[src/rtl/rtc_cal_pkg.sv]
package rtc_cal_pkg;

  localparam int FIELD_COUNT = 7;
  localparam logic [7:0] CTRL_ADDR = 8'h10;
  localparam int HALT_BIT = 0;
  localparam int SNAP_BIT = 6;
  localparam int SRC_BIT  = 7;

  // Strobes handed from the control unit to the datapath.
  typedef struct packed {
    logic                   secTick;   // one-second advance
    logic                   capture;   // copy live counters to shadow
    logic                   shadowSel; // reads come from shadow
    logic [FIELD_COUNT-1:0] fieldLoad; // host load, one per counter
  } rtcStrobe_t;

  // Increment a packed BCD byte; caller handles wrap limits.
  function automatic logic [7:0] bcdInc(input logic [7:0] v);
    if (v[3:0] >= 4'd9) return {v[7:4] + 4'd1, 4'd0};
    return {v[7:4], v[3:0] + 4'd1};
  endfunction

  // Year (two BCD digits) divisible by 4.
  function automatic logic bcdLeap(input logic [7:0] yr);
    logic [3:0] ones;
    ones = yr[3:0];
    if (yr[4]) return (ones == 4'd2) || (ones == 4'd6);
    return (ones == 4'd0) || (ones == 4'd4) || (ones == 4'd8);
  endfunction

  // Last day of a month, BCD in and out.
  function automatic logic [7:0] lastDayOf(input logic [7:0] mon,
                                           input logic [7:0] yr,
                                           input logic legacyNov);
    case (mon)
      8'h02:               return bcdLeap(yr) ? 8'h29 : 8'h28;
      8'h04, 8'h06, 8'h09: return 8'h30;
      8'h11:               return legacyNov ? 8'h31 : 8'h30;
      default:             return 8'h31;
    endcase
  endfunction

  // Counter values after reset: 2000-01-01 00:00:00, weekday 6.
  function automatic logic [7:0] resetValue(input int idx);
    case (idx)
      3, 4:    return 8'h01;
      6:       return 8'h06;
      default: return 8'h00;
    endcase
  endfunction

endpackage

[src/rtl/rtc_cal_ctrl.sv]
module rtc_cal_ctrl
  import rtc_cal_pkg::*;
#(
  parameter int TICKS_PER_SEC = 32768,
  parameter int ADDR_W = 8,
  parameter int DATA_W = 8
) (
  input  logic              clk,
  input  logic              rstN,
  input  logic              slowTick,
  input  logic              busWrEn,
  input  logic [ADDR_W-1:0] busAddr,
  input  logic [DATA_W-1:0] busWrData,
  output rtcStrobe_t        strb,
  output logic [DATA_W-1:0] ctrlReg
);

  localparam int PRE_W = (TICKS_PER_SEC > 1) ? $clog2(TICKS_PER_SEC) : 1;
  localparam logic [PRE_W-1:0] PRE_LAST = PRE_W'(TICKS_PER_SEC - 1);

  logic [PRE_W-1:0]       preCnt;
  logic [FIELD_COUNT-1:0] loadVec;
  logic                   ctrlWrite;
  logic                   running;
  logic                   preWrap;

  assign ctrlWrite = busWrEn && (busAddr == ADDR_W'(CTRL_ADDR));
  assign running   = !ctrlReg[HALT_BIT];
  assign preWrap   = (preCnt == PRE_LAST);

  always_ff @(posedge clk or negedge rstN) begin
    if (!rstN)          ctrlReg <= '0;
    else if (ctrlWrite) ctrlReg <= busWrData;
  end

  // Prescaler counts slowTick pulses; held at zero while halted.
  always_ff @(posedge clk or negedge rstN) begin
    if (!rstN)         preCnt <= '0;
    else if (!running) preCnt <= '0;
    else if (slowTick) preCnt <= preWrap ? '0 : preCnt + 1'b1;
  end

  // Host loads to the counters are honoured only while halted.
  for (genvar i = 0; i < FIELD_COUNT; i++) begin : g_load
    assign loadVec[i] = busWrEn && !running && (busAddr == ADDR_W'(i));
  end

  always_comb begin
    strb.secTick   = running && slowTick && preWrap;
    strb.capture   = ctrlWrite && busWrData[SNAP_BIT] && !ctrlReg[SNAP_BIT];
    strb.shadowSel = ctrlReg[SRC_BIT];
    strb.fieldLoad = loadVec;
  end

endmodule

[src/rtl/rtc_cal_datapath.sv]
module rtc_cal_datapath
  import rtc_cal_pkg::*;
#(
  parameter bit LEGACY_NOV31 = 1'b0,
  parameter int ADDR_W = 8,
  parameter int DATA_W = 8
) (
  input  logic              clk,
  input  logic              rstN,
  input  rtcStrobe_t        strb,
  input  logic [ADDR_W-1:0] busAddr,
  input  logic [DATA_W-1:0] busWrData,
  input  logic [DATA_W-1:0] ctrlReg,
  output logic [DATA_W-1:0] busRdData
);

  localparam int SEC = 0, MIN = 1, HOUR = 2, DAY = 3, MON = 4, YEAR = 5, WDAY = 6;

  logic [7:0]             live   [FIELD_COUNT];
  logic [7:0]             shadow [FIELD_COUNT];
  logic [7:0]             nextVal[FIELD_COUNT];
  logic [FIELD_COUNT-1:0] adv;
  logic secWrap, minWrap, hourWrap, dayWrap, monWrap, yearWrap;

  always_comb begin
    secWrap  = (live[SEC]  == 8'h59);
    minWrap  = (live[MIN]  == 8'h59);
    hourWrap = (live[HOUR] == 8'h23);
    dayWrap  = (live[DAY]  == lastDayOf(live[MON], live[YEAR], LEGACY_NOV31));
    monWrap  = (live[MON]  == 8'h12);
    yearWrap = (live[YEAR] == 8'h99);

    adv[SEC]  = strb.secTick;
    adv[MIN]  = adv[SEC]  && secWrap;
    adv[HOUR] = adv[MIN]  && minWrap;
    adv[DAY]  = adv[HOUR] && hourWrap;
    adv[MON]  = adv[DAY]  && dayWrap;
    adv[YEAR] = adv[MON]  && monWrap;
    adv[WDAY] = adv[DAY];

    nextVal[SEC]  = secWrap  ? 8'h00 : bcdInc(live[SEC]);
    nextVal[MIN]  = minWrap  ? 8'h00 : bcdInc(live[MIN]);
    nextVal[HOUR] = hourWrap ? 8'h00 : bcdInc(live[HOUR]);
    nextVal[DAY]  = dayWrap  ? 8'h01 : bcdInc(live[DAY]);
    nextVal[MON]  = monWrap  ? 8'h01 : bcdInc(live[MON]);
    nextVal[YEAR] = yearWrap ? 8'h00 : bcdInc(live[YEAR]);
    nextVal[WDAY] = (live[WDAY] == 8'h07) ? 8'h01 : live[WDAY] + 8'h01;
  end

  for (genvar i = 0; i < FIELD_COUNT; i++) begin : g_field
    always_ff @(posedge clk or negedge rstN) begin
      if (!rstN)                  live[i] <= resetValue(i);
      else if (strb.fieldLoad[i]) live[i] <= busWrData[7:0];
      else if (adv[i])            live[i] <= nextVal[i];
    end

    always_ff @(posedge clk or negedge rstN) begin
      if (!rstN)             shadow[i] <= resetValue(i);
      else if (strb.capture) shadow[i] <= live[i];
    end
  end

  always_comb begin
    busRdData = '0;
    if (busAddr < ADDR_W'(FIELD_COUNT))
      busRdData = DATA_W'(strb.shadowSel ? shadow[busAddr[2:0]] : live[busAddr[2:0]]);
    else if (busAddr == ADDR_W'(CTRL_ADDR))
      busRdData = ctrlReg;
  end

endmodule

[src/rtl/rtc_bcd_calendar.sv]
module rtc_bcd_calendar
  import rtc_cal_pkg::*;
#(
  parameter int TICKS_PER_SEC = 32768,
  parameter bit LEGACY_NOV31  = 1'b0
) (
  input  logic       clk,
  input  logic       rstN,
  input  logic       slowTick,
  input  logic       busWrEn,
  input  logic [7:0] busAddr,
  input  logic [7:0] busWrData,
  output logic [7:0] busRdData
);

  rtcStrobe_t strb;
  logic [7:0] ctrlReg;

  rtc_cal_ctrl #(
    .TICKS_PER_SEC(TICKS_PER_SEC), .ADDR_W(8), .DATA_W(8)
  ) u_ctrl (
    .clk(clk), .rstN(rstN), .slowTick(slowTick), .busWrEn(busWrEn),
    .busAddr(busAddr), .busWrData(busWrData), .strb(strb), .ctrlReg(ctrlReg)
  );

  rtc_cal_datapath #(
    .LEGACY_NOV31(LEGACY_NOV31), .ADDR_W(8), .DATA_W(8)
  ) u_dp (
    .clk(clk), .rstN(rstN), .strb(strb), .busAddr(busAddr),
    .busWrData(busWrData), .ctrlReg(ctrlReg), .busRdData(busRdData)
  );

endmodule

[config.mk]
export PLATFORM = sky130hd
export DESIGN_NAME = rtc_bcd_calendar
export DESIGN_NICKNAME = d
export VERILOG_FILES = /design/src/rtl/rtc_cal_pkg.sv /design/src/rtl/rtc_cal_ctrl.sv /design/src/rtl/rtc_cal_datapath.sv /design/src/rtl/rtc_bcd_calendar.sv
export SDC_FILE = /design/constraint.sdc
export NUM_CORES = 1
export LEC_CHECK = 0
export BUFFER_PORTS_ARGS = -buffer_cell sky130_fd_sc_hd__buf_2
export CAP_MARGIN = 20
export CORE_AREA = 2 2 148 150
export CTS_CLUSTER_SIZE = 20
export DETAILED_ROUTE_END_ITERATION = 8
export DIE_AREA = 0 0 150 152
export REMOVE_ABC_BUFFERS = 1
export SYNTH_ARGS = -nofsm -noshare
export SYNTH_HDL_FRONTEND = slang
export SYNTH_SLANG_ARGS = --single-unit
[constraint.sdc]
create_clock -name clk -period 5.65 [get_ports clk]
set_input_delay 0.2825 -clock clk [delete_from_list [all_inputs] [get_ports clk]]
set_output_delay 0.2825 -clock clk [all_outputs]
set_load 0.05 [all_outputs]
==> results.toml <==
[timing]
rsz0062_at_grt = "no"
hold_viol = 0
skew_ns = 0.00799
relSlewSlack_pct = 32.7
tns_ns = 0
slew_violations = 0
finalCritPeriodShare_pct = 58.7
setup_violations = 0
holdWs_ns = 0.226
fmax_ghz = 0.301
period_needed_ns = 3.32
worst_slew_pin_slew_ns = 1.00

[cts]
clk_pin_slew_ns = 0.06
clockRootBuffer = "clkbuf_16"
clkLatencyLatePin_ns = 0.42
tritoncts.num_buffers = 17
cts_sinks = 135
cts_tree = "yes"
h-tree-depth = 4
post_cts_buffers = 0
clockBufferDepth = 2

[placed_design]
globalplace.congestion = 0.845
dp_hpwl_mm = 16.2
portBuffers = 27

[yosys]
synth_edf_count = 0
synthTopCellsByCount = "dfrtp_1, nand2_1, o21ai_0, nor2_1, mux2_2"
yosysWarnings = 0
ys_ff_latch = 135
synth_top_family_by_area = "simple AND/OR/NAND/NOR gates"
yosysMostFrequentCell = "dfrtp_1"
yosys.area.top_type = "dfrtp_1"
synth_fa_ha_area_share_pct = 5.41
synth_area_mm2 = 0.00832
yosysTopAreaCellShare_pct = 38.2
yosysUniqueCellTypes = 83
yosys-top-cells-area = "dfrtp_1, mux2_2, mux4_2"
syn_inst = 852
synth-seq-area-share_pct = 40.7
synth_ff_type = "dfrtp_1"
synthXorXnorAreaFrac_pct = 1.16
synth_compound_area_share_pct = 15.0
synthSimpleGateAreaFrac_pct = 18.9
synthArstFlopShare_pct = 100
syn_area_per_cell_um2 = 9.76
synth_mux_area_share_pct = 14.9

[worst_setup_path]
path_class = "register to register"
r2r_slack_ns = 2.33
cp_data_required_time_ns = 5.99
worstPathArrival_ns = 3.66
cp-end-kind = "register"
cp_max_fo = 7
cp-start-kind = "register"

[floorplan]
io_pins = 28
die_x_um = 150
dieArea_mm2 = 0.0228
rows = 54
die_h_um = 152
fp.coreArea_mm2 = 0.0214
initial_core_util_pct = 39.0

[finish]
area_growth_pct = 12.0
antenna_cells = 0
drive_above_1_share_pct = 19.1
fin_nets = 917

[drt]
vias = 6656
drtAntennaViolNets = 0
wl_met2_mm = 10.7
viasPerCell = 5.77
wl_met1_mm = 10.7
wire_per_inst_um = 20.1
firstDrtPassIters = 5
drc = 0
drt_iter0_drc = 536
top_layer_used = "met4"
met3WireLength_mm = 1.41
drt_wl_total_mm = 23.2

[pwr]
leakagePower_uw = 0.00411
powerDensity_mw_per_mm2 = 254
vdd_drop_max_uv = 171

[flow_run]
cap_viol_max_count = 0

[global_route]
gr-usage-all-layers_pct = 21.2
grt_first_pass_wirelength_mm = 37.1
grt_max_degree = 89
grt_overflow = 0
antenna_found_initial = 0
grt_pass1_vias = 6386

[run_status]
status = "finished, final reports clean"

[hold_path]
hold_class = "input port to register"
==> report_power, final <==
part	switching [uW]	internal (uW)
sequential	30.2	991
clock	427	788
combinational	86.8	47.6
total	545	1830
==> layer usage <==
| layer | vias to the layer above | GRT usage [%] |
|---|---|---|
| li1 | 3151 | - |
| met1 | 3304 | 30.8 |
| met2 | 185 | 32.9 |
| met3 | 16 | 4.05 |
| met4 | 0 | 4.94 |
| met5 | - | 0 |
==> kinds of logic (layout without fill, tap and decap cells) <==
| group | after synthesis | after routing |
|---|---|---|
| buffers and inverters | 75 | 97 |
| adder cells (fa/ha/maj) | 36 | 36 |
| AND/OR/NAND/NOR | 307 | 307 |
| AO/OA/AOI/OAI | 199 | 199 |
| flip-flops | 135 | 135 |
| XOR/XNOR | 11 | 11 |
| multiplexers | 89 | 89 |
==> worst paths after layout <==
| check | from | endpoint | cells after the start |
|---|---|---|---|
| worst max-delay path | u_dp.live[48] | u_dp.live[13] | 7 |
| worst min-delay path | busWrData[1] | u_dp.live[1] | 3 |
| worst max register to register | u_dp.live[48] | u_dp.live[13] | 7 |
| worst min register to register | u_dp.shadow[40] | u_dp.shadow[40] | 2 |
| max in group asynchronous | rstN | u_dp.shadow[36] | 3 |
| min in group asynchronous | rstN | u_ctrl.preCnt[9] | 2 |
==> flip-flops by register name, summed over array words and instances, names as in the netlist <==
register	cells
u_ctrl.ctrlReg	8
u_dp.live	56
u_dp.shadow	56
u_ctrl.preCnt	15
==> worst max-delay path, stage by stage (launching register included) <==
cell and delay (ns):
dfrtp_1 0.50, ha_1 0.23, nand2b_1 0.08, or4_4 0.56
nor4_1 0.78, nand4_1 0.35, or4_1 0.57, a31oi_1 0.17
==> cell type report <==
cell class                 count  area, um^2
sequential                   135        3390
timing repair buffer          38         221
tap                          280         350
multi-input combinational    642        4610
inverter                      27         101
fill                        2063       12000
clock buffer                  22         484
clock inverter                10         166
==> per-stage QoR <==
stage	setup slack [ns]	utilization (%)	power (uW)	instances	instance area, um^2
2_1_floorplan	1.02	-	1090	804	8100
3_3_place_gp	2.44	40.5	1170	1119	8650
3_5_place_dp	2.37	40.5	1170	1119	8650
4_1_cts	2.40	43.6	2390	1152	9310
5_1_grt	2.05	43.7	2460	1154	9320
6_report	2.33	43.7	2370	1154	9320
==> cells in the final DEF, fill, tap and decap left out, types with 10 or more instances in the layout <==
master	count
a21oi_1	34
a22o_1	13
a31oi_1	16
and3_1	15
buf_2	26
clkbuf_16	17
dfrtp_1	127
ha_1	36
inv_1	27
mux2_2	45
mux2i_1	21
mux4_2	22
nand2_1	96
nand3_1	34
nor2_1	70
o21ai_0	81
o31ai_1	10
==> timing repair <==
action,CTS,global route
endpoints found under the hold margin,79,0
hold buffers,1,0
resized for setup,0,0
(Power assumes the default switching activity.)
